[src/rtl/dma_pg_pkg.sv]
package dma_pg_pkg;

  localparam int NUM_CH  = 4;
  localparam int CH_W    = $clog2(NUM_CH);
  localparam int PORT_W  = 3;

  typedef struct packed {
    logic            hit;
    logic [CH_W-1:0] ch;
  } pg_decode_t;

  // Sparse port offset to channel mapping; unlisted offsets are holes.
  function automatic pg_decode_t pg_decode(input logic [PORT_W-1:0] ofs);
    pg_decode_t d;
    d.hit = 1'b1;
    d.ch  = '0;
    case (ofs)
      3'd7:    d.ch = 2'd0;
      3'd3:    d.ch = 2'd1;
      3'd1:    d.ch = 2'd2;
      3'd2:    d.ch = 2'd3;
      default: d.hit = 1'b0;
    endcase
    return d;
  endfunction

endpackage

[src/rtl/dma_pg_slots.sv]
module dma_pg_slots
  import dma_pg_pkg::*;
#(
  parameter int W   = 8,
  parameter int RBW = 8
) (
  input  logic            clk,
  input  logic            rst_n,
  input  logic            wr_en,
  input  logic [CH_W-1:0] wr_ch,
  input  logic [W-1:0]    wr_data,
  input  logic [CH_W-1:0] rd_ch_a,
  output logic [W-1:0]    rd_a,
  input  logic [CH_W-1:0] rd_ch_b,
  output logic [RBW-1:0]  rd_b
);

  logic [W-1:0] slot_q [NUM_CH];

  for (genvar c = 0; c < NUM_CH; c++) begin : g_slot
    always_ff @(posedge clk or negedge rst_n) begin
      if (!rst_n)
        slot_q[c] <= '0;
      else if (wr_en && (wr_ch == c))
        slot_q[c] <= wr_data;
    end
  end

  assign rd_a = slot_q[rd_ch_a];
  assign rd_b = slot_q[rd_ch_b][RBW-1:0];

endmodule

[src/rtl/dma_pg_ofs_calc.sv]
module dma_pg_ofs_calc #(
  parameter int OFS_W = 16
) (
  input  logic [OFS_W-1:0] base,
  input  logic [OFS_W-1:0] pos,
  input  logic [OFS_W-1:0] len,
  input  logic             dec,
  input  logic             wide,
  output logic [OFS_W-1:0] ofs
);

  logic [OFS_W-1:0] start;

  always_comb begin
    start = wide ? {base[OFS_W-2:0], 1'b0} : base;
    if (dec)
      ofs = start - pos - len;
    else
      ofs = start + pos;
  end

endmodule

[src/rtl/dma_pg_out_reg.sv]
module dma_pg_out_reg #(
  parameter int W = 32
) (
  input  logic         clk,
  input  logic         rst_n,
  input  logic         in_valid,
  output logic         in_ready,
  input  logic [W-1:0] in_data,
  output logic         out_valid,
  input  logic         out_ready,
  output logic [W-1:0] out_data
);

  assign in_ready = !out_valid || out_ready;

  always_ff @(posedge clk or negedge rst_n) begin
    if (!rst_n) begin
      out_valid <= 1'b0;
      out_data  <= '0;
    end else if (in_ready) begin
      out_valid <= in_valid;
      if (in_valid)
        out_data <= in_data;
    end
  end

endmodule

[src/rtl/dma_page_addr_gen.sv]
module dma_page_addr_gen
  import dma_pg_pkg::*;
#(
  parameter int  OFS_W      = 16,
  parameter int  PAGE_W     = 8,
  parameter int  HPAGE_BITS = 7,
  parameter bit  HI_EN      = 1'b1,
  localparam int ADDR_W     = HPAGE_BITS + PAGE_W + OFS_W
) (
  input  logic              clk,
  input  logic              rst_n,
  input  logic              wide_mode,
  input  logic              pg_hi_sel,
  input  logic [PORT_W-1:0] pg_off,
  input  logic              pg_wr,
  input  logic [PAGE_W-1:0] pg_wdata,
  output logic [PAGE_W-1:0] pg_rdata,
  input  logic              xfer_valid,
  output logic              xfer_ready,
  input  logic [CH_W-1:0]   xfer_chan,
  input  logic [OFS_W-1:0]  xfer_base,
  input  logic [OFS_W-1:0]  xfer_pos,
  input  logic [OFS_W-1:0]  xfer_len,
  input  logic              xfer_dec,
  output logic              addr_valid,
  input  logic              addr_ready,
  output logic [ADDR_W-1:0] addr_out,
  output logic              addr_rev
);

  localparam int PKT_W = ADDR_W + 1;

  pg_decode_t            dec;
  logic                  hi_window_ok;
  logic                  lo_wr, hi_wr;
  logic [PAGE_W-1:0]     lo_rd, hi_rd;
  logic [PAGE_W-1:0]     lo_page;
  logic [HPAGE_BITS-1:0] hi_page;
  logic [OFS_W-1:0]      ofs;
  logic [PKT_W-1:0]      pkt_in, pkt_out;

  assign dec          = pg_decode(pg_off);
  assign hi_window_ok = HI_EN;
  assign lo_wr        = pg_wr && dec.hit && !pg_hi_sel;
  assign hi_wr        = pg_wr && dec.hit && pg_hi_sel && hi_window_ok;

  dma_pg_slots #(.W(PAGE_W), .RBW(PAGE_W)) u_lo (
    .clk     (clk),
    .rst_n   (rst_n),
    .wr_en   (lo_wr),
    .wr_ch   (dec.ch),
    .wr_data (pg_wdata),
    .rd_ch_a (dec.ch),
    .rd_a    (lo_rd),
    .rd_ch_b (xfer_chan),
    .rd_b    (lo_page)
  );

  if (HI_EN) begin : g_hi
    dma_pg_slots #(.W(PAGE_W), .RBW(HPAGE_BITS)) u_hi (
      .clk     (clk),
      .rst_n   (rst_n),
      .wr_en   (hi_wr),
      .wr_ch   (dec.ch),
      .wr_data (pg_wdata),
      .rd_ch_a (dec.ch),
      .rd_a    (hi_rd),
      .rd_ch_b (xfer_chan),
      .rd_b    (hi_page)
    );
  end else begin : g_no_hi
    assign hi_rd   = '1;
    assign hi_page = '0;
  end

  always_comb begin
    if (!dec.hit)
      pg_rdata = '1;
    else if (pg_hi_sel)
      pg_rdata = hi_rd;
    else
      pg_rdata = lo_rd;
  end

  dma_pg_ofs_calc #(.OFS_W(OFS_W)) u_ofs (
    .base (xfer_base),
    .pos  (xfer_pos),
    .len  (xfer_len),
    .dec  (xfer_dec),
    .wide (wide_mode),
    .ofs  (ofs)
  );

  assign pkt_in = {xfer_dec, hi_page, lo_page, ofs};

  dma_pg_out_reg #(.W(PKT_W)) u_out (
    .clk       (clk),
    .rst_n     (rst_n),
    .in_valid  (xfer_valid),
    .in_ready  (xfer_ready),
    .in_data   (pkt_in),
    .out_valid (addr_valid),
    .out_ready (addr_ready),
    .out_data  (pkt_out)
  );

  assign addr_rev = pkt_out[PKT_W-1];
  assign addr_out = pkt_out[ADDR_W-1:0];

endmodule

[config.mk]
export PLATFORM = sky130hd
export DESIGN_NAME = dma_page_addr_gen
export DESIGN_NICKNAME = d
export VERILOG_FILES = /design/src/rtl/dma_pg_pkg.sv /design/src/rtl/dma_pg_slots.sv /design/src/rtl/dma_pg_ofs_calc.sv /design/src/rtl/dma_pg_out_reg.sv /design/src/rtl/dma_page_addr_gen.sv
export SDC_FILE = /design/constraint.sdc
export NUM_CORES = 1
export LEC_CHECK = 0
export CORE_ASPECT_RATIO = 0.5
export CORE_MARGIN = 2
export CORE_UTILIZATION = 60
export DETAILED_ROUTE_END_ITERATION = 12
export DONT_BUFFER_PORTS = 1
export GPL_ROUTABILITY_DRIVEN = 0
export PLACE_DENSITY = 0.76
export SLEW_MARGIN = 20
export SYNTH_ARGS = -nofsm -noshare
export SYNTH_HDL_FRONTEND = slang
export SYNTH_SLANG_ARGS = --single-unit
export TNS_END_PERCENT = 50
[constraint.sdc]
create_clock -name clk -period 2.6 [get_ports clk]
set_clock_uncertainty 0.2 [all_clocks]
set_input_delay 0 -clock clk [delete_from_list [all_inputs] [get_ports clk]]
set_output_delay 0 -clock clk [all_outputs]
set_load 0.005 [all_outputs]
# Word level (Yosys, flattened, before mapping)
# Cells that the tools add are included.
# word_totals
ff_bits	97
inputBits	69
out_inout_bits	42
wordCells	59
# op_classes
n_addsub	3
magnitude_cmp	2
eq_ne	7
muxes	18
n_bitwise	2
reduce_logical	17
# ops
cell	n
$bmux W8 S2	4
$mux W8	8
$mux W16	2
$sub A16 B16 Y16	2
$add A16 B16 Y16	1
$mux W7	2
$logic_and A1 B1 Y1	11
$eq A3 B2 Y1 const B	2
$ge A3 B3 Y1 const B	2
$not A2 Y3	2
$pmux W2 S3	1
$eq A2 B2 Y1 const B	2
$reduce_or A4 Y1	1
$eq A3 B1 Y1 const B	1
$eq A3 B3 Y1 const B	1
$eq A2 B1 Y1 const B	1
$logic_not A1 Y1	2
$logic_not A2 Y1	1
$reduce_and A2 Y1	1
$logic_or A1 B1 Y1	1
$mux W1	1

# Longest topological paths before layout
# logic_depth
depth_word	8
ltp_mapped	12
depth_no_buf	10

# Modules after synthesis
# Synthesis repeated with hierarchy kept, for this count alone.
# unflattened
cells_unflattened	550
hier_area_um2	6894.1
# by_module_without_submodules
module	n_inst	cells_each	area_per_inst_um2	seq_area_each_um2
dma_pg_ofs_calc	1	280	2179.6	0.0
dma_pg_slots (u_lo)	1	88	1590.3	800.8
dma_pg_slots (g_hi.u_hi)	1	87	1567.8	800.8
dma_pg_out_reg	1	71	1391.3	825.8
dma_page_addr_gen	1	24	165.2	0.0

# Worst setup path after synthesis
# Ideal clock, no wire load.
# synth_timing
path_kind	input-to-reg
from	input wide_mode
to	register u_out.out_data[15]
setup_ns	0.122
t_arrival_ns	2.941
t_required_ns	2.278
path_slack_ns	-0.663
path_stages	11
n_path_buf	3
cell_sequence	buf_4 clkbuf_1 mux2_2 fa_1 ha_1 buf_6 and3_4 a211o_1 a221oi_4 a41oi_1 a32o_1
# synth_via
elab_chain_len	4
elab_cells_between_ends	5
cone_classes	add/sub (3); mux (2)
# synth_lines
element	line_no	rtl
from (decl)	dma_page_addr_gen.sv:12	input logic wide_mode,
$mux W16 *	dma_pg_ofs_calc.sv:15	start = wide ? {base[OFS_W-2:0], 1'b0} : base;
$sub A16 B16 Y16 (2 in a row)	dma_pg_ofs_calc.sv:17	ofs = start - pos - len;
$mux W16 *	dma_pg_ofs_calc.sv:16	if (dec)
to (signal assigned)	dma_pg_out_reg.sv:23	out_data <= in_data;
to (decl)	dma_pg_out_reg.sv:11	output logic [W-1:0] out_data
# Mark *: on every way between the ends. The rest lies on a longest branch, timed or not.
# A chain may end at the register's enable or synchronous reset.

# Worst setup path after layout
# layout_timing
from	input pg_off[0]
to	register u_lo.slot_q[21] (netlist name)
# layout_via
elab_chain_len	6
elab_cells_between_ends	11
cone_classes	eq/ne (5); mux (2); reduce/logical (4)
# layout_lines
element	line_no	rtl
from (decl)	dma_page_addr_gen.sv:14	input logic [PORT_W-1:0] pg_off,
$eq A3 B2 Y1, or another cell as far along	dma_pg_pkg.sv:17	case (ofs)
$reduce_or A4 Y1 (no line)	--	
$mux W1	dma_pg_pkg.sv:17	
$logic_and A1 B1 Y1 (2 in a row)	dma_page_addr_gen.sv:44	assign lo_wr = pg_wr && dec.hit && !pg_hi_sel;
$logic_and A1 B1 Y1 *	dma_pg_slots.sv:24	else if (wr_en && (wr_ch == c))
to (signal, indexed assignment)	dma_pg_slots.sv:25	slot_q[c] <= wr_data;
to (decl)	dma_pg_slots.sv:18	logic [W-1:0] slot_q [NUM_CH];
# Marked as above.

==> reports/qor.yml <==
outcome:
  status: "finished, final reports clean"
power:
  swShare_pct: 32.8
  powerDensity_nw_per_um2: 689
  power.leakage_nw: 3.55
  intPower_mw: 3.59
  p_clk_share_pct: 24.6
  p_comb_share_pct: 35.2
  p_seq_share_pct: 40.2
  peakVddDrop_mv: 0.491
  p_sw_mw: 1.75
yosys:
  synth-edff-count: 0
  yosys-top-cells-count: "97 x dfrtp_1, 81 x nand2_1, 76 x mux2_2"
  synth_nets: 771
  synth_area_leaders: "dfrtp_1 36%, mux2_2 13%, ha_1 5.5%"
  ys_seq_area_share_pct: 35.7
  yosys.area.top_type: "dfrtp_1"
  yosysTopAreaCellShare_pct: 35.7
  yosysWarnings: 0
  async_flop_share_pct: 100
  syn_area_sq_um: 6800
  synth.most_common_cell: "dfrtp_1"
  synth-main-ff-cell: "dfrtp_1"
  syn_avg_cell_area_sq_um: 10.4
  ys_ff_latch: 97
  netlist_instances: 656
  synth_cell_types: 67
setup_path:
  cp.required_ns: 2.63
  startpoint: "pg_off[0]"
  r2r_slack_ns: 0.79
  timing.rr.end: "u_out.out_data[26]"
  crit_buf_inv: 2
  cp_common_cell: "dlygate4sd3_1"
  slowest_delay_ns: 0.86
  worst-setup-path-type: "primary input to flip-flop"
  crit_path_top_delay_cell: "dlygate4sd3_1"
  cp_max_fo: 10
  cp-endpoint: "u_lo.slot_q[21]"
  r2r_cells: 4
  start_kind: "primary input"
  endpoint_kind: "flip-flop"
  crit_chain: "dlygate4sd3_1 -> nand2_1 -> nand2_2 -> nand3b_2 -> nor3_4 -> dlygate4sd3_1 -> mux2_2"
  r2r_start: "g_hi.u_hi.slot_q[2]"
  worst-path-stages: 7
  critical_path_arrival_ns: 2.54
  critPathTopFamily: "buffers and inverters"
layout:
  antenna_cells: 0
  syn_to_final_growth_pct: 14.0
  post-route-cell-area_sq_um: 7750
  nNetsFinal: 814
  drive_above_1_share_pct: 25.0
routing:
  vias: 5227
  vias_per_cell: 6.16
  routed_wl_microns: 16400
  drtPass1Iterations: 4
  routedWlPerCell_microns: 19.3
  drc: 0
  drt_iter0_drc: 313
  ant_nets: 0
grt:
  grt_use_total_pct: 28.0
  grt_max_degree: 98
  grt_overflow_total: 0
  antenna_found_initial: 0
  grt_first_pass_wirelength_microns: 26700
  grt_pass1_vias: 5224
die:
  die_h_microns: 79.3
  rows: 27
  design.core.area_sq_um: 11000
  die_area_sq_um: 12300
  ios: 111
  initial_core_util_pct: 61.8
  die_w_microns: 155
flow_run:
  max-cap-violations: 0
hold_path:
  whs_path_depth: 3
  hold_path_class: "primary input to output pin"
clock_network:
  cts_resized: 0
  cts-htree-levels: 3
  clock_latency_ns: 0.35
  cts_setup_buffers: 0
  clockBufferDepth: 2
  numCtsBuffers: 9
  cts_root_buf: "clkbuf_16"
  path_clk_slew_ns: 0.07
  cts_num_sinks: 97
  cts_hold_buf: 28
  cts_tree: "built"
sta:
  max_freq_mhz: 398
  min_period_ns: 2.51
  rsz0062_at_grt: "no"
  period_share_pct: 96.7
  setup_violations: 0
  worstMarginPinSlew_ns: 0.973
  slew_headroom_pct: 34.9
  finalHoldViolations: 0
  maxSlewViolCount: 0
  setup_tns_ns: 0
place:
  dpl_cell_area_sq_um: 7170
  dp_hpwl_microns: 11700
  io_buffer_count: 0
==> power groups by stage <==
stage,clock [mW],sequential [mW],combinational [mW]
floorplan,0,2.08,1.40
detailed placement,0,2.18,1.74
global route,1.39,2.19,2.08
CTS,1.34,2.15,1.87
global placement,0,2.16,1.71
finish,1.31,2.15,1.88
==> state kept, by name, summed over array words and instances (netlist names) <==
register / cells
g_hi.u_hi.slot_q: 32
u_lo.slot_q: 32
u_out.out_data: 32
u_out.out_valid: 1
==> cell type report <==
cell class	instances	area (sq um)
clock buffers	10	229
clock inverters	6	65.1
fillers	820	3260
inverters	39	146
multi-input cells	492	4170
flip-flops and latches	97	2430
well taps	145	181
repair buffers	60	533
==> per-stage QoR <==
| stage | worst slack [ns] | total power, mW | utilization (%) | cells | hold slack [ns] |
|---|---|---|---|---|---|
| floorplan | -0.290 | 3.48 | - | 656 | -0.496 |
| global placement | -0.0832 | 3.87 | 65.1 | 805 | -0.494 |
| detailed placement | -0.105 | 3.92 | 65.1 | 805 | -0.493 |
| CTS | 0.128 | 5.36 | 70.5 | 849 | 0.00277 |
| global route | 0.0103 | 5.65 | 70.4 | 849 | 0.0232 |
| finish | 0.0867 | 5.34 | 70.4 | 849 | 0.00542 |
==> metal layers <==
| layer | up-vias | track usage [%] | wire [microns] |
|---|---|---|---|
| met3 | 20 | 6.06 | 1220 |
| met2 | 197 | 44.9 | 7500 |
| met5 | - | 0 | 0 |
| met1 | 2539 | 38.9 | 7470 |
| met4 | 0 | 7.87 | 235 |
| li1 | 2471 | - | - |
==> worst register-to-register path, stage by stage (launching register included) <==
cell           delay (ns)
dfrtp_1              0.39
mux4_2               0.46
dlygate4sd3_1        0.56
nand2_1              0.06
nand2_1              0.04
==> cell usage in the layout, fill, tap and decap left out, types with 12 or more instances in the layout <==
cell type	count
dlygate4sd3_1	26
nand2_1	81
a21o_1	13
a22oi_1	16
nor2_1	23
fa_1	16
o21ai_0	31
mux2_2	75
nand3_1	12
buf_4	32
ha_1	25
mux4_2	15
inv_1	39
dfrtp_1	97
a21oi_1	33
==> how the worst min path moves through the flow <==
stage / from / to
2_1_floorplan: rst_n / g_hi.u_hi.slot_q[0]
3_3_place_gp: rst_n / g_hi.u_hi.slot_q[6]
3_5_place_dp: rst_n / g_hi.u_hi.slot_q[6]
4_1_cts: pg_hi_sel / pg_rdata[7]
5_1_grt: pg_hi_sel / pg_rdata[4]
6_report: pg_hi_sel / pg_rdata[7]
==> cell families after synthesis <==
logic type / share of synthesized area, %
buffers and inverters: 4.36
xor gates and xnor gates: 2.57
and+or+nand+nor: 12.2
adders and majority gates: 10.2
DFF: 35.7
AOI/OAI and AO/OA: 15.9
muxes: 19.1
No activity file was read; power rests on OpenSTA's default activity.
